<file path="src/rtl/mem_resp_pkg.sv">
package mem_resp_pkg;
  localparam int LANES  = 8;
  localparam int DATA_W = LANES * 8;

  localparam logic [3:0] CMD_READ    = 4'd0;
  localparam logic [3:0] CMD_WRITE   = 4'd1;
  localparam logic [3:0] CMD_SWAP    = 4'd2;
  localparam logic [3:0] CMD_CSWAP   = 4'd3;
  localparam logic [3:0] CMD_INVAL   = 4'd4;
  localparam logic [3:0] CMD_CLEAN   = 4'd5;
  localparam logic [3:0] CMD_EVICT   = 4'd6;
  localparam logic [3:0] CMD_WBCLEAN = 4'd7;

  typedef enum logic [2:0] {
    OP_READ, OP_WRITE, OP_SWAP, OP_CSWAP, OP_MAINT, OP_DROP, OP_ERR
  } op_e;
endpackage

</file>
<file path="src/rtl/mem_resp_decode.sv">
module mem_resp_decode
  import mem_resp_pkg::*;
(
  input  logic [3:0]       cmd_i,
  input  logic [1:0]       size_i,
  input  logic [2:0]       off_i,
  input  logic             cache_owned_i,
  output op_e              op_o,
  output logic [LANES-1:0] be_o,
  output logic [3:0]       nbytes_o
);
  logic [LANES-1:0] base_mask;
  logic             misalign;

  always_comb begin
    nbytes_o = 4'd1 << size_i;
    unique case (size_i)
      2'd0:    base_mask = 8'h01;
      2'd1:    base_mask = 8'h03;
      2'd2:    base_mask = 8'h0f;
      default: base_mask = 8'hff;
    endcase
    be_o     = base_mask << off_i;
    misalign = |(off_i & (nbytes_o[2:0] - 3'd1)) || (size_i == 2'd3 && off_i != 3'd0);
  end

  always_comb begin
    if (cache_owned_i) op_o = OP_DROP;
    else begin
      case (cmd_i)
        CMD_READ:            op_o = misalign ? OP_ERR : OP_READ;
        CMD_WRITE:           op_o = misalign ? OP_ERR : OP_WRITE;
        CMD_SWAP:            op_o = misalign ? OP_ERR : OP_SWAP;
        CMD_CSWAP:           op_o = (misalign || !size_i[1]) ? OP_ERR : OP_CSWAP;
        CMD_INVAL, CMD_CLEAN:  op_o = OP_MAINT;
        CMD_EVICT, CMD_WBCLEAN: op_o = OP_DROP;
        default:             op_o = OP_ERR;
      endcase
    end
  end
endmodule

</file>
<file path="src/rtl/mem_resp_array.sv">
module mem_resp_array
  import mem_resp_pkg::*;
#(
  parameter int DEPTH = 16,
  localparam int IDX_W = (DEPTH > 1) ? $clog2(DEPTH) : 1
) (
  input  logic              clk_i,
  input  logic [IDX_W-1:0]  idx_i,
  input  logic              wr_en_i,
  input  logic [LANES-1:0]  wr_be_i,
  input  logic [DATA_W-1:0] wr_data_i,
  output logic [DATA_W-1:0] rd_data_o
);
  logic [DATA_W-1:0] store_q [DEPTH];
  logic [DATA_W-1:0] merged;

  assign rd_data_o = store_q[idx_i];

  // byte-lane merge of new data into the old word
  for (genvar g = 0; g < LANES; g++) begin : g_lane
    assign merged[g*8 +: 8] = wr_be_i[g] ? wr_data_i[g*8 +: 8] : rd_data_o[g*8 +: 8];
  end

  always_ff @(posedge clk_i) begin
    if (wr_en_i) store_q[idx_i] <= merged;
  end
endmodule

</file>
<file path="src/rtl/mem_resp_stats.sv">
module mem_resp_stats #(
  parameter int NUM_REQ = 4,
  parameter int CNT_W   = 16,
  localparam int IDW    = (NUM_REQ > 1) ? $clog2(NUM_REQ) : 1
) (
  input  logic             clk_i,
  input  logic             rst_ni,
  input  logic [IDW-1:0]   id_i,
  input  logic             ev_rd_i,
  input  logic             ev_wr_i,
  input  logic             ev_oth_i,
  input  logic             ifetch_i,
  input  logic [3:0]       nbytes_i,
  input  logic [IDW-1:0]   sel_i,
  output logic [CNT_W-1:0] rd_o,
  output logic [CNT_W-1:0] rd_bytes_o,
  output logic [CNT_W-1:0] if_bytes_o,
  output logic [CNT_W-1:0] wr_o,
  output logic [CNT_W-1:0] wr_bytes_o,
  output logic [CNT_W-1:0] oth_o
);
  logic [CNT_W-1:0] rd_q [NUM_REQ];
  logic [CNT_W-1:0] rdb_q [NUM_REQ];
  logic [CNT_W-1:0] ifb_q [NUM_REQ];
  logic [CNT_W-1:0] wr_q [NUM_REQ];
  logic [CNT_W-1:0] wrb_q [NUM_REQ];
  logic [CNT_W-1:0] oth_q [NUM_REQ];
  logic [CNT_W-1:0] nb_ext;

  assign nb_ext = CNT_W'(nbytes_i);

  for (genvar g = 0; g < NUM_REQ; g++) begin : g_req
    logic hit;
    assign hit = (id_i == IDW'(g));
    always_ff @(posedge clk_i or negedge rst_ni) begin
      if (!rst_ni) begin
        rd_q[g]  <= '0;
        rdb_q[g] <= '0;
        ifb_q[g] <= '0;
        wr_q[g]  <= '0;
        wrb_q[g] <= '0;
        oth_q[g] <= '0;
      end else if (hit) begin
        if (ev_rd_i) begin
          rd_q[g]  <= rd_q[g] + 1'b1;
          rdb_q[g] <= rdb_q[g] + nb_ext;
          if (ifetch_i) ifb_q[g] <= ifb_q[g] + nb_ext;
        end
        if (ev_wr_i) begin
          wr_q[g]  <= wr_q[g] + 1'b1;
          wrb_q[g] <= wrb_q[g] + nb_ext;
        end
        if (ev_oth_i) oth_q[g] <= oth_q[g] + 1'b1;
      end
    end
  end

  always_comb begin
    rd_o = '0; rd_bytes_o = '0; if_bytes_o = '0;
    wr_o = '0; wr_bytes_o = '0; oth_o = '0;
    for (int i = 0; i < NUM_REQ; i++) begin
      if (sel_i == IDW'(i)) begin
        rd_o       = rd_q[i];
        rd_bytes_o = rdb_q[i];
        if_bytes_o = ifb_q[i];
        wr_o       = wr_q[i];
        wr_bytes_o = wrb_q[i];
        oth_o      = oth_q[i];
      end
    end
  end
endmodule

</file>
<file path="src/rtl/mem_responder.sv">
module mem_responder
  import mem_resp_pkg::*;
#(
  parameter int DEPTH   = 16,
  parameter int NUM_REQ = 4,
  parameter int CNT_W   = 16,
  localparam int IDX_W  = (DEPTH > 1) ? $clog2(DEPTH) : 1,
  localparam int AW     = IDX_W + 3,
  localparam int IDW    = (NUM_REQ > 1) ? $clog2(NUM_REQ) : 1
) (
  input  logic              clk_i,
  input  logic              rst_ni,
  input  logic              req_valid_i,
  input  logic [3:0]        req_cmd_i,
  input  logic [AW-1:0]     req_addr_i,
  input  logic [1:0]        req_size_i,
  input  logic [63:0]       req_data_i,
  input  logic [63:0]       req_cmp_i,
  input  logic [IDW-1:0]    req_id_i,
  input  logic              req_need_rsp_i,
  input  logic              req_cache_owned_i,
  input  logic              req_ifetch_i,
  input  logic              wr_allowed_i,
  output logic              rsp_valid_o,
  output logic [3:0]        rsp_cmd_o,
  output logic [IDW-1:0]    rsp_id_o,
  output logic [63:0]       rsp_data_o,
  output logic              err_o,
  input  logic [IDW-1:0]    stat_sel_i,
  output logic [CNT_W-1:0]  stat_rd_o,
  output logic [CNT_W-1:0]  stat_rd_bytes_o,
  output logic [CNT_W-1:0]  stat_if_bytes_o,
  output logic [CNT_W-1:0]  stat_wr_o,
  output logic [CNT_W-1:0]  stat_wr_bytes_o,
  output logic [CNT_W-1:0]  stat_oth_o
);
  op_e               op;
  logic [LANES-1:0]  be;
  logic [3:0]        nbytes;
  logic [DATA_W-1:0] bit_mask;
  logic [DATA_W-1:0] old_word;
  logic [DATA_W-1:0] old_lanes;
  logic              cmp_eq;
  logic              wr_en;
  logic              answers;

  mem_resp_decode u_dec (
    .cmd_i         (req_cmd_i),
    .size_i        (req_size_i),
    .off_i         (req_addr_i[2:0]),
    .cache_owned_i (req_cache_owned_i),
    .op_o          (op),
    .be_o          (be),
    .nbytes_o      (nbytes)
  );

  for (genvar g = 0; g < LANES; g++) begin : g_mask
    assign bit_mask[g*8 +: 8] = {8{be[g]}};
  end

  assign old_lanes = old_word & bit_mask;
  assign cmp_eq    = (old_lanes == (req_cmp_i & bit_mask));

  always_comb begin
    wr_en = 1'b0;
    if (req_valid_i) begin
      unique case (op)
        OP_WRITE: wr_en = wr_allowed_i;
        OP_SWAP:  wr_en = 1'b1;
        OP_CSWAP: wr_en = cmp_eq;
        default:  wr_en = 1'b0;
      endcase
    end
  end

  assign answers = (op == OP_READ) || (op == OP_WRITE) || (op == OP_SWAP) ||
                   (op == OP_CSWAP) || (op == OP_MAINT);

  mem_resp_array #(.DEPTH(DEPTH)) u_arr (
    .clk_i     (clk_i),
    .idx_i     (req_addr_i[AW-1:3]),
    .wr_en_i   (wr_en),
    .wr_be_i   (be),
    .wr_data_i (req_data_i),
    .rd_data_o (old_word)
  );

  mem_resp_stats #(.NUM_REQ(NUM_REQ), .CNT_W(CNT_W)) u_stats (
    .clk_i      (clk_i),
    .rst_ni     (rst_ni),
    .id_i       (req_id_i),
    .ev_rd_i    (req_valid_i && op == OP_READ),
    .ev_wr_i    (req_valid_i && op == OP_WRITE && wr_allowed_i),
    .ev_oth_i   (req_valid_i && (op == OP_SWAP || op == OP_CSWAP)),
    .ifetch_i   (req_ifetch_i),
    .nbytes_i   (nbytes),
    .sel_i      (stat_sel_i),
    .rd_o       (stat_rd_o),
    .rd_bytes_o (stat_rd_bytes_o),
    .if_bytes_o (stat_if_bytes_o),
    .wr_o       (stat_wr_o),
    .wr_bytes_o (stat_wr_bytes_o),
    .oth_o      (stat_oth_o)
  );

  always_ff @(posedge clk_i or negedge rst_ni) begin
    if (!rst_ni) begin
      rsp_valid_o <= 1'b0;
      rsp_cmd_o   <= '0;
      rsp_id_o    <= '0;
      rsp_data_o  <= '0;
      err_o       <= 1'b0;
    end else begin
      rsp_valid_o <= req_valid_i && req_need_rsp_i && answers;
      err_o       <= req_valid_i && (op == OP_ERR);
      if (req_valid_i) begin
        rsp_cmd_o  <= req_cmd_i;
        rsp_id_o   <= req_id_i;
        rsp_data_o <= (op == OP_READ || op == OP_SWAP || op == OP_CSWAP) ? old_lanes : '0;
      end
    end
  end
endmodule

</file>
<file path="config.mk">
export PLATFORM = sky130hd
export DESIGN_NAME = mem_responder
export DESIGN_NICKNAME = d
export VERILOG_FILES = /design/src/rtl/mem_resp_pkg.sv /design/src/rtl/mem_resp_decode.sv /design/src/rtl/mem_resp_array.sv /design/src/rtl/mem_resp_stats.sv /design/src/rtl/mem_responder.sv
export SDC_FILE = /design/constraint.sdc
export NUM_CORES = 2
export LEC_CHECK = 0
export BUFFER_PORTS_ARGS = -buffer_cell sky130_fd_sc_hd__buf_2
export CORE_AREA = 3 3 341 343
export CTS_CLUSTER_DIAMETER = 50
export CTS_CLUSTER_SIZE = 28
export DETAILED_ROUTE_END_ITERATION = 16
export DIE_AREA = 0 0 344 346
export PLACE_DENSITY = 0.76
export SETUP_SLACK_MARGIN = 0.5
export SLEW_MARGIN = 15
export SYNTH_ARGS = -nofsm -noshare
export SYNTH_HDL_FRONTEND = slang
export SYNTH_HIERARCHICAL = 1
export SYNTH_SLANG_ARGS = --single-unit
</file>
<file path="constraint.sdc">
create_clock -name clk_i -period 12.85 [get_ports clk_i]
set_input_delay 0.6425 -clock clk_i [delete_from_list [all_inputs] [get_ports clk_i]]
set_output_delay 0.6425 -clock clk_i [all_outputs]
set_load 0.01 [all_outputs]
</file>
==> results.md <==
- Number of global-route vias before repair: 38082
- Nets: about 4500
- Status: completed
- GRT Total Usage: between 20% and 30%
- Initial core utilization: between 50% and 60%
- Logic gate share of total power: 6.3%
- Final setup viols: 0
- Die H: about 350 um
- Core area: 0.114 mm2
- Top Family by Delay on Critical Path: compound AO/OA/AOI/OAI gates
- Largest net degree at the start of global routing: 118
- Post-route DRC: 0
- Vias per cell: roughly 6.4
- Die area: 0.119 mm2
- Hold-fix buffers, CTS: 1
- DRT Wirelength: 163 mm
- Highest Clock Rate: about 140 MHz
- Mapped cell area: 0.0644 mm2
- Iter 0 DRT Violations: 4137
- CTS Buffer Depth: 3
- IO Pins: 320
- EDFF count, synth: between 1000 and 1500
- Synth top area cells: edfxtp_1, dfrtp_1, mux4_2
- Worst-path fanout max: 103
- Post-synthesis cell type count: 86
- Sequential Power Share: 51.5%
- Slew @ Worst Pin: 1.24 ns
- RSZ-0062 raised after global routing: false
- Top_reg_cell synth: edfxtp_1
- Critical Path RT: 13.20 ns
- Crit path kind: input port to flop
- Final worst slack: 5.74 ns
- Setup tns final: 0 ns
- Layout cells sized above 1: 25.1%
- Power Total: 10.1 mW
- Clk pwr share: 42.2%
- FF+latch area: around 0.042 mm2
- Final Hold Viols: 0
- Ys async rst share: between 30% and 40%
- Cell Count, Final, Fillers Out: 5930
- Maximum vdd drop: 0.148 mV
- CTS tree: done
- Post-cts resize count: 0
- Top cells by count, synth: edfxtp_1, dfrtp_1, mux4_2, nand2_1, xnor2_1
- DRT Pass-1 Iters: 6
- PortBufs: between 300 and 400
- Fin. max-slew vios: 0
- Net Sw Frac: about a quarter
- Hold/Removal Path Class: input port to flop
- Post-Syn Instances: 3960
- Critical-path cell list: buf_8, buf_12, mux4_2, o22ai_1, a21oi_1, xnor2_1, o221ai_1, o21ai_0, nand3_1, a2111oi_2, a31o_1, or3b_2, nor2_4, buf_4
- Post-route ant nets: 0
- Register clock-pin slew on the reported worst setup and hold paths: 0.06 ns
- Internal cell power: 7.75 mW
- Relative slew slack: 17.0%
- Max Cap Viol: 0
- Worst path buffer plus inverter count: 3
- Remaining Overflow, GRT: 0
- Post-Place Cells: 5669
- CP Capture Type: flop
- Initial antenna violation count: 21
- Psw: 2.36 mW
- Post-DP HPWL: between 100 and 150 mm
- Yosys reg bits: 1480
- First-pass GRT wire length: 244 mm
- Pwr Density: 140 mW/mm2
- Area growth syn-to-layout: 12.4%
- Clk_skew: approximately 0.06 ns
- Inserted Clock Buffers: 131
- Routability congestion estimate: 0.901
- Clk_lat worst skew: between 0.7 and 0.8 ns
- Yosys top cell by area: edfxtp_1
- Clk root buf: clkbuf_16
- Slowest cell on crit path: nor2_4
- Rows: 124
- CTS Sinks: 1480
- Syn_nets: 4184
- Fillers: 7905
- Leakage: 27.0 nW
- Period utilization: 55.3%
- # H-tree levels: 4
- Area of the multi-input gates: roughly 0.021 mm2
- Top-area cell type share of the netlist area: a little under half
- Avg WL per Cell: about 27 um
- Synth warnings: 6
- Slowest stage delay, CP: 0.87 ns
- Post-synthesis sequential area ratio: 65.5%
- Chip Width: 344 um
- Avg Inst Size Synth: 16.3 um2
- Most common cell in the netlist: edfxtp_1
- CP Data Arrival Time: 7.46 ns
- Setup Fix Bufs, Post-CTS: 0
- Vias: 37953
- Tmin final: 7.11 ns
- Dpl ws: 4.95 ns
- Worst setup SP type: input port
[cells by family after synthesis]
logic type	after synthesis	synth area share, %
flip-flops	1480	65.5
AND/OR/NAND/NOR	859	6.98
AO/OA/AOI/OAI	435	4.96
multiplexers	433	13.6
XOR/XNOR	379	5.16
buffers and inverters	302	2.22
adder cells (fa/ha/maj)	72	1.54
[stage by stage]
stage / area, um2 / utilization [%] / hold WS, ns
after detailed placement: 67500 / 59.3 / 0.454
after CTS: 72300 / 63.5 / 0.105
after global placement: 67500 / 59.3 / 0.452
after floorplan: 64400 / - / 0.347
final: 72300 / 63.5 / 0.153
after global routing: 72300 / 63.5 / 0.142
[sequential cells by signal, summed over array words and instances, names as in the netlist]
name / cells
u_stats/oth_q: 64
rsp_data_o: 64
u_stats/ifb_q: 64
rsp_valid_o: 1
u_stats/wr_q: 64
err_o: 1
u_stats/rd_q: 64
rsp_cmd_o: 4
rsp_id_o: 2
u_arr/store_q: 1024
u_stats/rdb_q: 64
u_stats/wrb_q: 64
[cell usage in the layout (no fill, tap or decap), types with 14 or more instances in the layout]
| cell type | count |
|---|---|
| a211oi_1 | 18 |
| a21o_1 | 14 |
| a21oi_1 | 99 |
| a221oi_2 | 63 |
| and2_1 | 19 |
| and3_1 | 58 |
| and4_1 | 24 |
| buf_2 | 311 |
| buf_4 | 59 |
| bufinv_16 | 15 |
| clkbuf_16 | 136 |
| dfrtp_1 | 456 |
| edfxtp_1 | 1024 |
| ha_1 | 60 |
| inv_1 | 126 |
| inv_6 | 24 |
| mux2_2 | 17 |
| mux2i_1 | 63 |
| mux4_2 | 352 |
| nand2_1 | 276 |
| nand3_1 | 124 |
| nand4_1 | 84 |
| nor2_1 | 120 |
| nor2_4 | 17 |
| nor2b_1 | 15 |
| nor3_1 | 30 |
| o21ai_0 | 111 |
| o22ai_1 | 75 |
| xnor2_1 | 262 |
| xor2_1 | 117 |
[final timing paths]
check                      cells after the start              endpoint            startpoint  slack (ns)
max                                           14  u_arr/store_q[2][37]         req_addr_i[5]        5.74
min                                            2           rsp_valid_o        req_need_rsp_i        0.15
max reg2reg                                   12  u_arr/store_q[2][37]  u_arr/store_q[9][22]        6.74
min reg2reg                                    1     u_stats/rdb_q[63]     u_stats/rdb_q[63]        0.46
max in group asynchronous                      4     u_stats/wrb_q[15]                rst_ni       10.10
min in group asynchronous                      2     u_stats/rdb_q[13]                rst_ni        0.57
[metal layers]
layer  global-route usage, %  share of wire (%)  vias to the layer above
met2                    42.7                 47                     2035
li1                        -                  -                    16058
met1                    38.1                 38                    19498
met3                    6.64                 10                      352
met5                       0              0.047                        -
met4                    10.5                3.7                       10
[final cells by class]
cell class | count | area share [%]
tap | 1512 | 2.62
antenna | 12 | 0.0415
clock buffer | 147 | 4.79
inverter | 126 | 0.654
multi-input combinational | 2178 | 28.9
timing repair buffer | 379 | 2.95
sequential | 1480 | 58.3
clock inverter | 96 | 1.75
[power by group through the flow]
| stage | clock (mW) | combinational (mW) | sequential (mW) |
|---|---|---|---|
| after floorplan | 0 | 0.397 | 5.31 |
| after global placement | 0 | 0.616 | 5.31 |
| after detailed placement | 0 | 0.633 | 5.31 |
| after CTS | 4.33 | 0.636 | 5.21 |
| after global routing | 4.52 | 0.688 | 5.21 |
| final | 4.27 | 0.639 | 5.21 |
(Power assumes the default switching activity.)
